## config.mk

```make
export PLATFORM = sky130hd
export DESIGN_NAME = spim_ctl_slice
export DESIGN_NICKNAME = d
export VERILOG_FILES = /design/src/rtl/spim_ctl_pkg.sv /design/src/rtl/spim_ctl_regs.sv /design/src/rtl/spim_irq_gen.sv /design/src/rtl/spim_ss_drive.sv /design/src/rtl/spim_ctl_slice.sv
export SDC_FILE = /design/constraint.sdc
export NUM_CORES = 1
export LEC_CHECK = 0
export BUFFER_PORTS_ARGS = -buffer_cell sky130_fd_sc_hd__buf_4
export CAP_MARGIN = 0
export CORE_MARGIN = 2
export CORE_UTILIZATION = 46
export CTS_BUF_LIST = sky130_fd_sc_hd__clkbuf_8
export DETAILED_ROUTE_END_ITERATION = 10
export PLACE_DENSITY = 0.91
export SLEW_MARGIN = 10
export SYNTH_ARGS = -nofsm -noshare
export SYNTH_HDL_FRONTEND = slang
export SYNTH_SLANG_ARGS = --single-unit
```

## constraint.sdc

```tcl
create_clock -name clk -period 3.2 [get_ports clk]
set_clock_uncertainty 0.1 [all_clocks]
set_input_delay 0.48 -clock clk [delete_from_list [all_inputs] [get_ports clk]]
set_output_delay 0.48 -clock clk [all_outputs]
set_load 0.005 [all_outputs]
```

## src/rtl/spim_ctl_pkg.sv

```systemverilog
package spim_ctl_pkg;
  localparam int CTRL_W  = 11;
  localparam int B_IROVR = 3;
  localparam int B_ITOVR = 4;
  localparam int B_ITRDY = 6;
  localparam int B_IRRDY = 7;
  localparam int B_IERR  = 8;
  localparam int B_FSEL  = 10;
  localparam logic [CTRL_W-1:0] CTRL_MASK = 11'b101_1101_1000;
  localparam int ADDR_CTRL = 0;
  localparam int ADDR_SEL  = 1;

  // Keep only the defined control bits of a host write.
  function automatic logic [CTRL_W-1:0] ctrl_pick(input logic [CTRL_W-1:0] wd);
    return wd & CTRL_MASK;
  endfunction

  // Enabled status conditions, one bit each: {err, rrdy, trdy, tovr, rovr}.
  function automatic logic [4:0] cond_eval(input logic [CTRL_W-1:0] ctl,
                                           input logic rovr, input logic tovr,
                                           input logic trdy, input logic rrdy);
    logic err;
    err = rovr | tovr;
    return {err & ctl[B_IERR], rrdy & ctl[B_IRRDY], trdy & ctl[B_ITRDY],
            tovr & ctl[B_ITOVR], rovr & ctl[B_IROVR]};
  endfunction
endpackage

```

## src/rtl/spim_ctl_regs.sv

```systemverilog
module spim_ctl_regs
  import spim_ctl_pkg::*;
#(
  parameter int DATA_W = 16,
  parameter int ADDR_W = 2,
  parameter int NSS    = 8
) (
  input  logic              clk,
  input  logic              rst_n,
  input  logic              host_wr,
  input  logic [ADDR_W-1:0] host_addr,
  input  logic [DATA_W-1:0] host_wdata,
  output logic [DATA_W-1:0] host_rdata,
  output logic [CTRL_W-1:0] ctrl_q,
  output logic [NSS-1:0]    sel_q
);
  localparam logic [NSS-1:0] SEL_RST = NSS'(1);

  logic wr_ctrl, wr_sel;
  logic unused_wbits;
  assign wr_ctrl = host_wr && (host_addr == ADDR_W'(ADDR_CTRL));
  assign wr_sel  = host_wr && (host_addr == ADDR_W'(ADDR_SEL));
  assign unused_wbits = ^host_wdata[DATA_W-1:CTRL_W];

  always_ff @(posedge clk or negedge rst_n) begin
    if (!rst_n) begin
      ctrl_q <= '0;
      sel_q  <= SEL_RST;
    end else begin
      if (wr_ctrl) ctrl_q <= ctrl_pick(host_wdata[CTRL_W-1:0]);
      if (wr_sel)  sel_q  <= host_wdata[NSS-1:0];
    end
  end

  always_comb begin
    host_rdata = '0;
    if (host_addr == ADDR_W'(ADDR_CTRL))     host_rdata[CTRL_W-1:0] = ctrl_q;
    else if (host_addr == ADDR_W'(ADDR_SEL)) host_rdata[NSS-1:0]    = sel_q;
  end

  a_r2_ctrl_store: assert property (@(posedge clk) disable iff (!rst_n)
    wr_ctrl |=> ctrl_q == ($past(host_wdata[CTRL_W-1:0]) & CTRL_MASK));
  a_r3_sel_store: assert property (@(posedge clk) disable iff (!rst_n)
    wr_sel |=> sel_q == $past(host_wdata[NSS-1:0]));
  a_r4_ctrl_hold: assert property (@(posedge clk) disable iff (!rst_n)
    !wr_ctrl |=> $stable(ctrl_q));
  a_r4_sel_hold: assert property (@(posedge clk) disable iff (!rst_n)
    !wr_sel |=> $stable(sel_q));
endmodule

```

## src/rtl/spim_irq_gen.sv

```systemverilog
module spim_irq_gen
  import spim_ctl_pkg::*;
(
  input  logic              clk,
  input  logic              rst_n,
  input  logic [CTRL_W-1:0] ctrl_q,
  input  logic              st_rx_ovr,
  input  logic              st_tx_ovr,
  input  logic              st_tx_rdy,
  input  logic              st_rx_rdy,
  output logic              irq
);
  logic [4:0] cond_vec;
  logic       err_any;
  assign err_any  = st_rx_ovr | st_tx_ovr;
  assign cond_vec = cond_eval(ctrl_q, st_rx_ovr, st_tx_ovr, st_tx_rdy, st_rx_rdy);
  assign irq      = |cond_vec;

  a_r6_any_err: assert property (@(posedge clk) disable iff (!rst_n)
    (ctrl_q[B_IERR] && err_any) |-> irq);
  a_r7_irq_needs_en: assert property (@(posedge clk) disable iff (!rst_n)
    irq |-> |(ctrl_q & CTRL_MASK & ~(CTRL_W'(1) << B_FSEL)));
  a_r5_rrdy_pair: assert property (@(posedge clk) disable iff (!rst_n)
    (ctrl_q[B_IRRDY] && st_rx_rdy) |-> irq);
endmodule

```

## src/rtl/spim_ss_drive.sv

```systemverilog
module spim_ss_drive #(
  parameter int NSS = 8
) (
  input  logic           clk,
  input  logic           rst_n,
  input  logic [NSS-1:0] sel_q,
  input  logic           shift_busy,
  input  logic           force_sel,
  output logic [NSS-1:0] ss_n
);
  logic drive_en;
  assign drive_en = shift_busy | force_sel;

  for (genvar i = 0; i < NSS; i++) begin : g_ss
    assign ss_n[i] = ~(sel_q[i] & drive_en);
  end

  a_r8_only_masked: assert property (@(posedge clk) disable iff (!rst_n)
    (~ss_n & ~sel_q) == '0);
  a_r10_idle_high: assert property (@(posedge clk) disable iff (!rst_n)
    (!shift_busy && !force_sel) |-> &ss_n);
  a_r9_forced_low: assert property (@(posedge clk) disable iff (!rst_n)
    force_sel |-> (ss_n == ~sel_q));
endmodule

```

## src/rtl/spim_ctl_slice.sv

```systemverilog
module spim_ctl_slice
  import spim_ctl_pkg::*;
#(
  parameter int DATA_W = 16,
  parameter int ADDR_W = 2,
  parameter int NSS    = 8
) (
  input  logic              clk,
  input  logic              rst_n,
  input  logic              host_wr,
  input  logic [ADDR_W-1:0] host_addr,
  input  logic [DATA_W-1:0] host_wdata,
  output logic [DATA_W-1:0] host_rdata,
  input  logic              st_rx_ovr,
  input  logic              st_tx_ovr,
  input  logic              st_tx_rdy,
  input  logic              st_rx_rdy,
  input  logic              shift_busy,
  output logic              irq,
  output logic [NSS-1:0]    ss_n
);
  logic [CTRL_W-1:0] ctrl_q;
  logic [NSS-1:0]    sel_q;

  spim_ctl_regs #(.DATA_W(DATA_W), .ADDR_W(ADDR_W), .NSS(NSS)) u_regs (
    .clk(clk), .rst_n(rst_n), .host_wr(host_wr), .host_addr(host_addr),
    .host_wdata(host_wdata), .host_rdata(host_rdata),
    .ctrl_q(ctrl_q), .sel_q(sel_q));

  spim_irq_gen u_irq (
    .clk(clk), .rst_n(rst_n), .ctrl_q(ctrl_q),
    .st_rx_ovr(st_rx_ovr), .st_tx_ovr(st_tx_ovr),
    .st_tx_rdy(st_tx_rdy), .st_rx_rdy(st_rx_rdy), .irq(irq));

  spim_ss_drive #(.NSS(NSS)) u_ss (
    .clk(clk), .rst_n(rst_n), .sel_q(sel_q), .shift_busy(shift_busy),
    .force_sel(ctrl_q[B_FSEL]), .ss_n(ss_n));
endmodule

```

==> qor.yml, run 1 <==
status: "finished, final reports clean"
r2r_cells: 1
timing.rr.end: "u_regs.sel_q[2]"
setup_viol_count_final: 0
synth_flop_cell: "dfrtp_1"
die_w_um: 45.4
crit_path_max_incr_delay_ns: 0.39
synth_edf_count: 0
grt_pass1_wl_um: 2830
crit_type: "reg -> out"
layoutNonFillerInstCount: 123
ys_seq_area_frac: 0.446
drt_iter0_drc: 7
num_antenna_cells: 0
hp-class: "in -> reg"
initial_core_util: 0.506
multi_input_area_um2: 384
worstPathArrival_ns: 1.24
crit_chain: "or2_2 > nand2_1 > buf_4"
whs_endpoint: "u_regs.sel_q[5]"
chipHeight_um: 45.4
post-cts-setup-buffers: 0
min_period_over_period: 0.569
synth.avg_cell_area_um2: 11.6
powerDensity_nw_per_um2: 519
hold_viol_final: 0
num_rows: 14
dp_hpwl_um: 1420
clkSinkCount: 14
p_leak_uw: 0.000563
cap_violations: 0
dr.pass1.iters: 4
r2r-start: "u_regs.sel_q[2]"
h-tree-depth: 1
synth_largest_area_cell: "dfrtp_1"
grt_overflow: 0
drv_slew: 0
cts_buffers: 3
grtUsageMet3: 0.0635
critPathSlowestCell: "or2_2"
tns_ns: 0
holdPathStages: 2
busiest_layer: "met2"
vdd_drop_max_mv: 0.448
hp-start: "host_wdata[5]"
fmax_ghz: 0.549
nFillCells: 111
drt_wl_total_um: 1840
rsz0062_at_grt: "false"
grt_antenna_before_repair: 0
ys_types: 19
vias: 636
clkTransAtPathRegs_ns: 0.06
place_congestion: 0.712
placedCellCount: 118
cts_tree: "built"
portBuffers: 38
use_met1: 0.251
drc: 0
required_ns: 2.62
grt_pass1_vias: 586
r2r_slack_ns: 2.31
nets: 134
ios: 51
grt_max_degree: 15
final-seq-area_um2: 352
syn2layout_area_growth_pct: 40.3
drive_above_1_share: 0.570
dieArea_um2: 2060
whs_ns: 0.362
startpoint_type: "flip-flop"
worst_slack_ns: 1.38
wl_per_cell_um: 14.9
min_period_ns: 1.82
synth_common_cells: "mux2_2 (14), dfrtp_1 (13), nand2_1 (8), buf_4 (6)"
ys_ff_latch: 14
end_kind: "primary output"
clock_path_buffers: 2
syn_area_um2: 788
routed_via_density: 5.17
root_buffer: "clkbuf_8"
synthTopCellsByArea: "dfrtp_1 (41%), mux2_2 (20%), buf_4 (5.7%)"
postRouteAntennaNets: 0
core_um2: 1560
synthCells: 68
cp_max_fo: 8
use_met2: 0.330
grt_use_total: 0.209
insertion_delay_ns: 0.25
yosys_warnings: 0
synthMostInstantiatedCell: "mux2_2"
synthArstFlopShare: 1.00
place_ws_ns: 1.45
synth_top_area_frac: 0.413
==> power breakdown <==
group,total [µW],switching [µW],internal (µW)
sequential,238,25.3,213
clock,173,64.2,109
combinational,162,61.4,101
==> how the worst max path moves through the flow <==
stage                     to  slack [ns]  cells past startpoint         startpoint
6_report             ss_n[6]        1.38                      3  u_regs.ctrl_q[10]
5_1_grt              ss_n[6]        1.31                      3  u_regs.ctrl_q[10]
3_3_place_gp   host_rdata[0]        1.46                      4       host_addr[1]
3_5_place_dp   host_rdata[5]        1.45                      4       host_addr[1]
2_1_floorplan        ss_n[0]        1.63                      3         shift_busy
4_1_cts              ss_n[6]        1.37                      3  u_regs.ctrl_q[10]
==> logic make-up after synthesis <==
group	synth area share
flip-flops	0.446
multiplexers	0.251
AO/OA/AOI/OAI	0.0254
AND/OR/NAND/NOR	0.183
other	0.00476
buffers and inverters	0.0905
==> cell type report <==
| cell class | instances | share of cell area |
|---|---|---|
| multi-input cells | 50 | 0.347 |
| flip-flops and latches | 14 | 0.318 |
| repair buffers | 39 | 0.267 |
| clock buffers | 4 | 0.0498 |
| well taps | 16 | 0.0181 |
==> worst max-delay path, delay by kind of cell, from the launching register on <==
family	cells	cell delay, ns
DFF	1	0.38
and+or+nand+nor	2	0.50
buffers and inverters	1	0.11
==> metal layers <==
layer / up-vias / share of wire
li1: 296 / -
met1: 300 / 0.40
met2: 34 / 0.51
met3: 6 / 0.063
met4: 0 / 0.020
met5: - / 0
==> registers in the layout, summed over array words and instances, names as in the netlist <==
| name | count |
|---|---|
| u_regs.sel_q | 8 |
| u_regs.ctrl_q | 6 |
==> stage by stage <==
stage	power, µW	area [µm²]	utilization
2_1_floorplan	318	807	-
3_3_place_gp	394	1040	0.668
3_5_place_dp	403	1040	0.668
4_1_cts	582	1110	0.709
5_1_grt	611	1110	0.709
6_report	574	1110	0.709
==> timing repair <==
item,4_1_cts,5_1_grt
hold buffers,1,0
gates resized for setup,0,0
hold endpoints to repair,13,0
==> layout by cell type (no fill, tap or decap) <==
cell / n
conb_1: 6
mux2i_1: 4
nand3b_4: 1
and2b_2: 1
nand3_1: 1
dfstp_2: 1
nor3b_1: 2
nor3b_4: 1
nor2_1: 4
and2_1: 4
o21ai_0: 1
dfrtp_1: 13
buf_4: 38
mux2_2: 14
or2_2: 1
a22oi_1: 2
dlygate4sd3_1: 1
clkbuf_8: 4
nand2_1: 8
No activity file was read; power rests on OpenSTA's default activity.
==> run 2, diff against run 1 <==
--- a/config.mk
+++ b/config.mk
@@ -5,13 +5,14 @@
 export SDC_FILE = /design/constraint.sdc
 export NUM_CORES = 1
 export LEC_CHECK = 0
+export ABC_AREA = 1
 export BUFFER_PORTS_ARGS = -buffer_cell sky130_fd_sc_hd__buf_4
 export CAP_MARGIN = 0
 export CORE_MARGIN = 2
-export CORE_UTILIZATION = 46
+export CORE_UTILIZATION = 39
 export CTS_BUF_LIST = sky130_fd_sc_hd__clkbuf_8
 export DETAILED_ROUTE_END_ITERATION = 10
-export PLACE_DENSITY = 0.91
+export PLACE_DENSITY = 0.82
 export SLEW_MARGIN = 10
 export SYNTH_ARGS = -nofsm -noshare
 export SYNTH_HDL_FRONTEND = slang
==> constraint.sdc (replaced) <==
create_clock -name clk -period 1.5 [get_ports clk]
set_clock_uncertainty 0.1 [all_clocks]
set_input_delay 0.225 -clock clk [delete_from_list [all_inputs] [get_ports clk]]
set_output_delay 0.225 -clock clk [all_outputs]
set_load 0.005 [all_outputs]
==> run 2 against run 1 <==
Against the previous run:
- sequential cell count unchanged
- final area up 2.3%
- combinational power up 82%
- core utilization down 13 points
- first-iteration DRC count rose to 3.0 times the previous value
- routed wire length down 0.16%
- worst setup slack worse by 1.3 ns
- critical path depth unchanged
- via count up 29%
- non-clock buffer count up 1
==> qor.yml, run 2 <==
status: "finished, final reports clean"
final_common_cell: "nand2_1"
dieArea_um2: 2450
synth_largest_area_cell: "dfrtp_1"
worstPathArrival_ns: 1.12
min_period_over_period: 0.964
core_um2: 1960
drt_iter0_drc: 21
grt_pass1_wl_um: 3310
synthMostInstantiatedCell: "nand2_1"
powerDensity_nw_per_um2: 955
top_regs: "u_regs.sel_q x8, u_regs.ctrl_q x6"
mostFrequentLayoutCells: "nand2_1 (52), buf_4 (39), nand3_1 (16), dfrtp_1 (13), inv_1 (12)"
ios: 51
clkTransAtPathRegs_ns: 0.05
hold_viol_final: 0
portBuffers: 38
grt_overflow: 0
cts_buffers: 3
largest_reg_flops: 8
synth.avg_cell_area_um2: 6.96
fmax_ghz: 0.692
grt_pass1_vias: 786
clock_path_buffers: 2
synthTopCellsByArea: "dfrtp_1 (40%), nand2_1 (24%), nand3_1 (9.9%)"
nets: 181
insertion_delay_ns: 0.24
initial_core_util: 0.411
finish.utilization: 0.577
drv_slew: 0
vias: 823
r2r_slack_ns: 0.67
p_leak_uw: 0.000654
grt_antenna_before_repair: 0
syn2layout_area_growth_pct: 40.2
vdd_drop_max_mv: 0.700
wl_per_cell_um: 10.1
hp-class: "in -> reg"
die_w_um: 49.5
cap_violations: 0
postRouteAntennaNets: 0
synthArstFlopShare: 1.00
setup_viol_count_final: 0
synth_common_cells: "nand2_1 (52), nand3_1 (16), dfrtp_1 (13), inv_1 (11), buf_4 (7)"
yosys_warnings: 0
ys_ff_latch: 14
dr.pass1.iters: 4
cts_tree: "built"
ys_types: 15
h-tree-depth: 1
synth_top_area_frac: 0.403
num_rows: 16
clkSinkCount: 14
required_ns: 1.17
num_antenna_cells: 0
drc: 0
dp_hpwl_um: 1410
syn_area_um2: 807
chipHeight_um: 49.5
crit_type: "reg -> out"
synth_flop_cell: "dfrtp_1"
endpoint: "ss_n[7]"
startpoint_type: "flip-flop"
synth_edf_count: 0
post-cts-setup-buffers: 0
cp_max_fo: 8
grt_max_degree: 17
critPathLaunch: "u_regs.ctrl_q[10]"
routed_via_density: 4.55
end_kind: "primary output"
root_buffer: "clkbuf_8"
synthCells: 116
place_congestion: 0.764
rsz0062_at_grt: "false"
top_register: "u_regs.sel_q"
tns_ns: 0
grt_use_total: 0.172
r2r-start: "u_regs.sel_q[0]"
min_period_ns: 1.45
r2r_cells: 2
drive_above_1_share: 0.299
ys_seq_area_frac: 0.436
timing.rr.end: "u_regs.sel_q[0]"
drt_wl_total_um: 1840
==> run 2: worst min-delay path by stage <==
| stage | slack (ns) | cells past startpoint | start | to |
|---|---|---|---|---|
| floorplan | -0.17 | 0 | rst_n | u_regs.ctrl_q[10] |
| global placement | -0.02 | 1 | rst_n | u_regs.sel_q[5] |
| detailed placement | -0.02 | 1 | rst_n | u_regs.sel_q[5] |
| CTS | 0.11 | 3 | host_wdata[0] | u_regs.sel_q[0] |
| global route | 0.13 | 3 | host_wdata[0] | u_regs.sel_q[0] |
| finish | 0.11 | 3 | host_wdata[0] | u_regs.sel_q[0] |
==> run 2: critical path, stage by stage (launching register included) <==
cell and delay, ns:
dfrtp_1 0.40, or2_4 0.30, nand2_1 0.08, buf_4 0.11
==> run 2: metrics by stage <==
step	power [µW]	worst slack [ns]	hold slack (ns)	std cells	area, µm²
6_report	1080	0.0542	0.114	181	1130
2_1_floorplan	638	0.314	-0.171	121	826
3_3_place_gp	778	0.223	-0.0194	176	1070
4_1_cts	1090	0.0506	0.113	181	1130
3_5_place_dp	788	0.172	-0.0160	176	1070
5_1_grt	1160	0.0160	0.132	181	1130
==> run 2: power breakdown <==
group,internal [µW],switching [µW]
Sequential,442,47.0
Combinational,157,138
Clock,180,116
Total,779,301
==> run 2: what timing repair did <==
item                                   in CTS  in global routing
setup endpoints to repair                   8                  0
hold buffers                                1                  0
endpoints found under the hold margin      14                  0
gates resized for setup                     1                  0
==> run 2: cell families (layout without fill, tap and decap cells) <==
kind of cell / count (synthesis) / count (layout) / synth area share
simple gates: 77 / 77 / 0.398
buf+inv: 22 / 55 / 0.149
flops: 14 / 14 / 0.436
compound gates: 2 / 2 / 0.0124
other cells: 1 / 6 / 0.00465
==> run 2: cell type report <==
cell class | instances | area, µm²
Fill cell | 204 | 831
Inverter | 11 | 41.3
Timing Repair Buffer | 40 | 303
Clock buffer | 3 | 41.3
Sequential cell | 14 | 352
Multi-Input combinational cell | 85 | 357
Clock inverter | 1 | 3.75
Tap cell | 27 | 33.8
==> run 2: routing by layer <==
metal | up-vias | track usage | routed length (µm) | part of all wire
met5 | - | 0 | 0 | 0
met4 | 0 | 0.0694 | 23 | 0.013
met3 | 2 | 0.0333 | 167 | 0.091
met2 | 38 | 0.270 | 861 | 0.47
met1 | 365 | 0.233 | 783 | 0.43
li1 | 418 | - | - | -
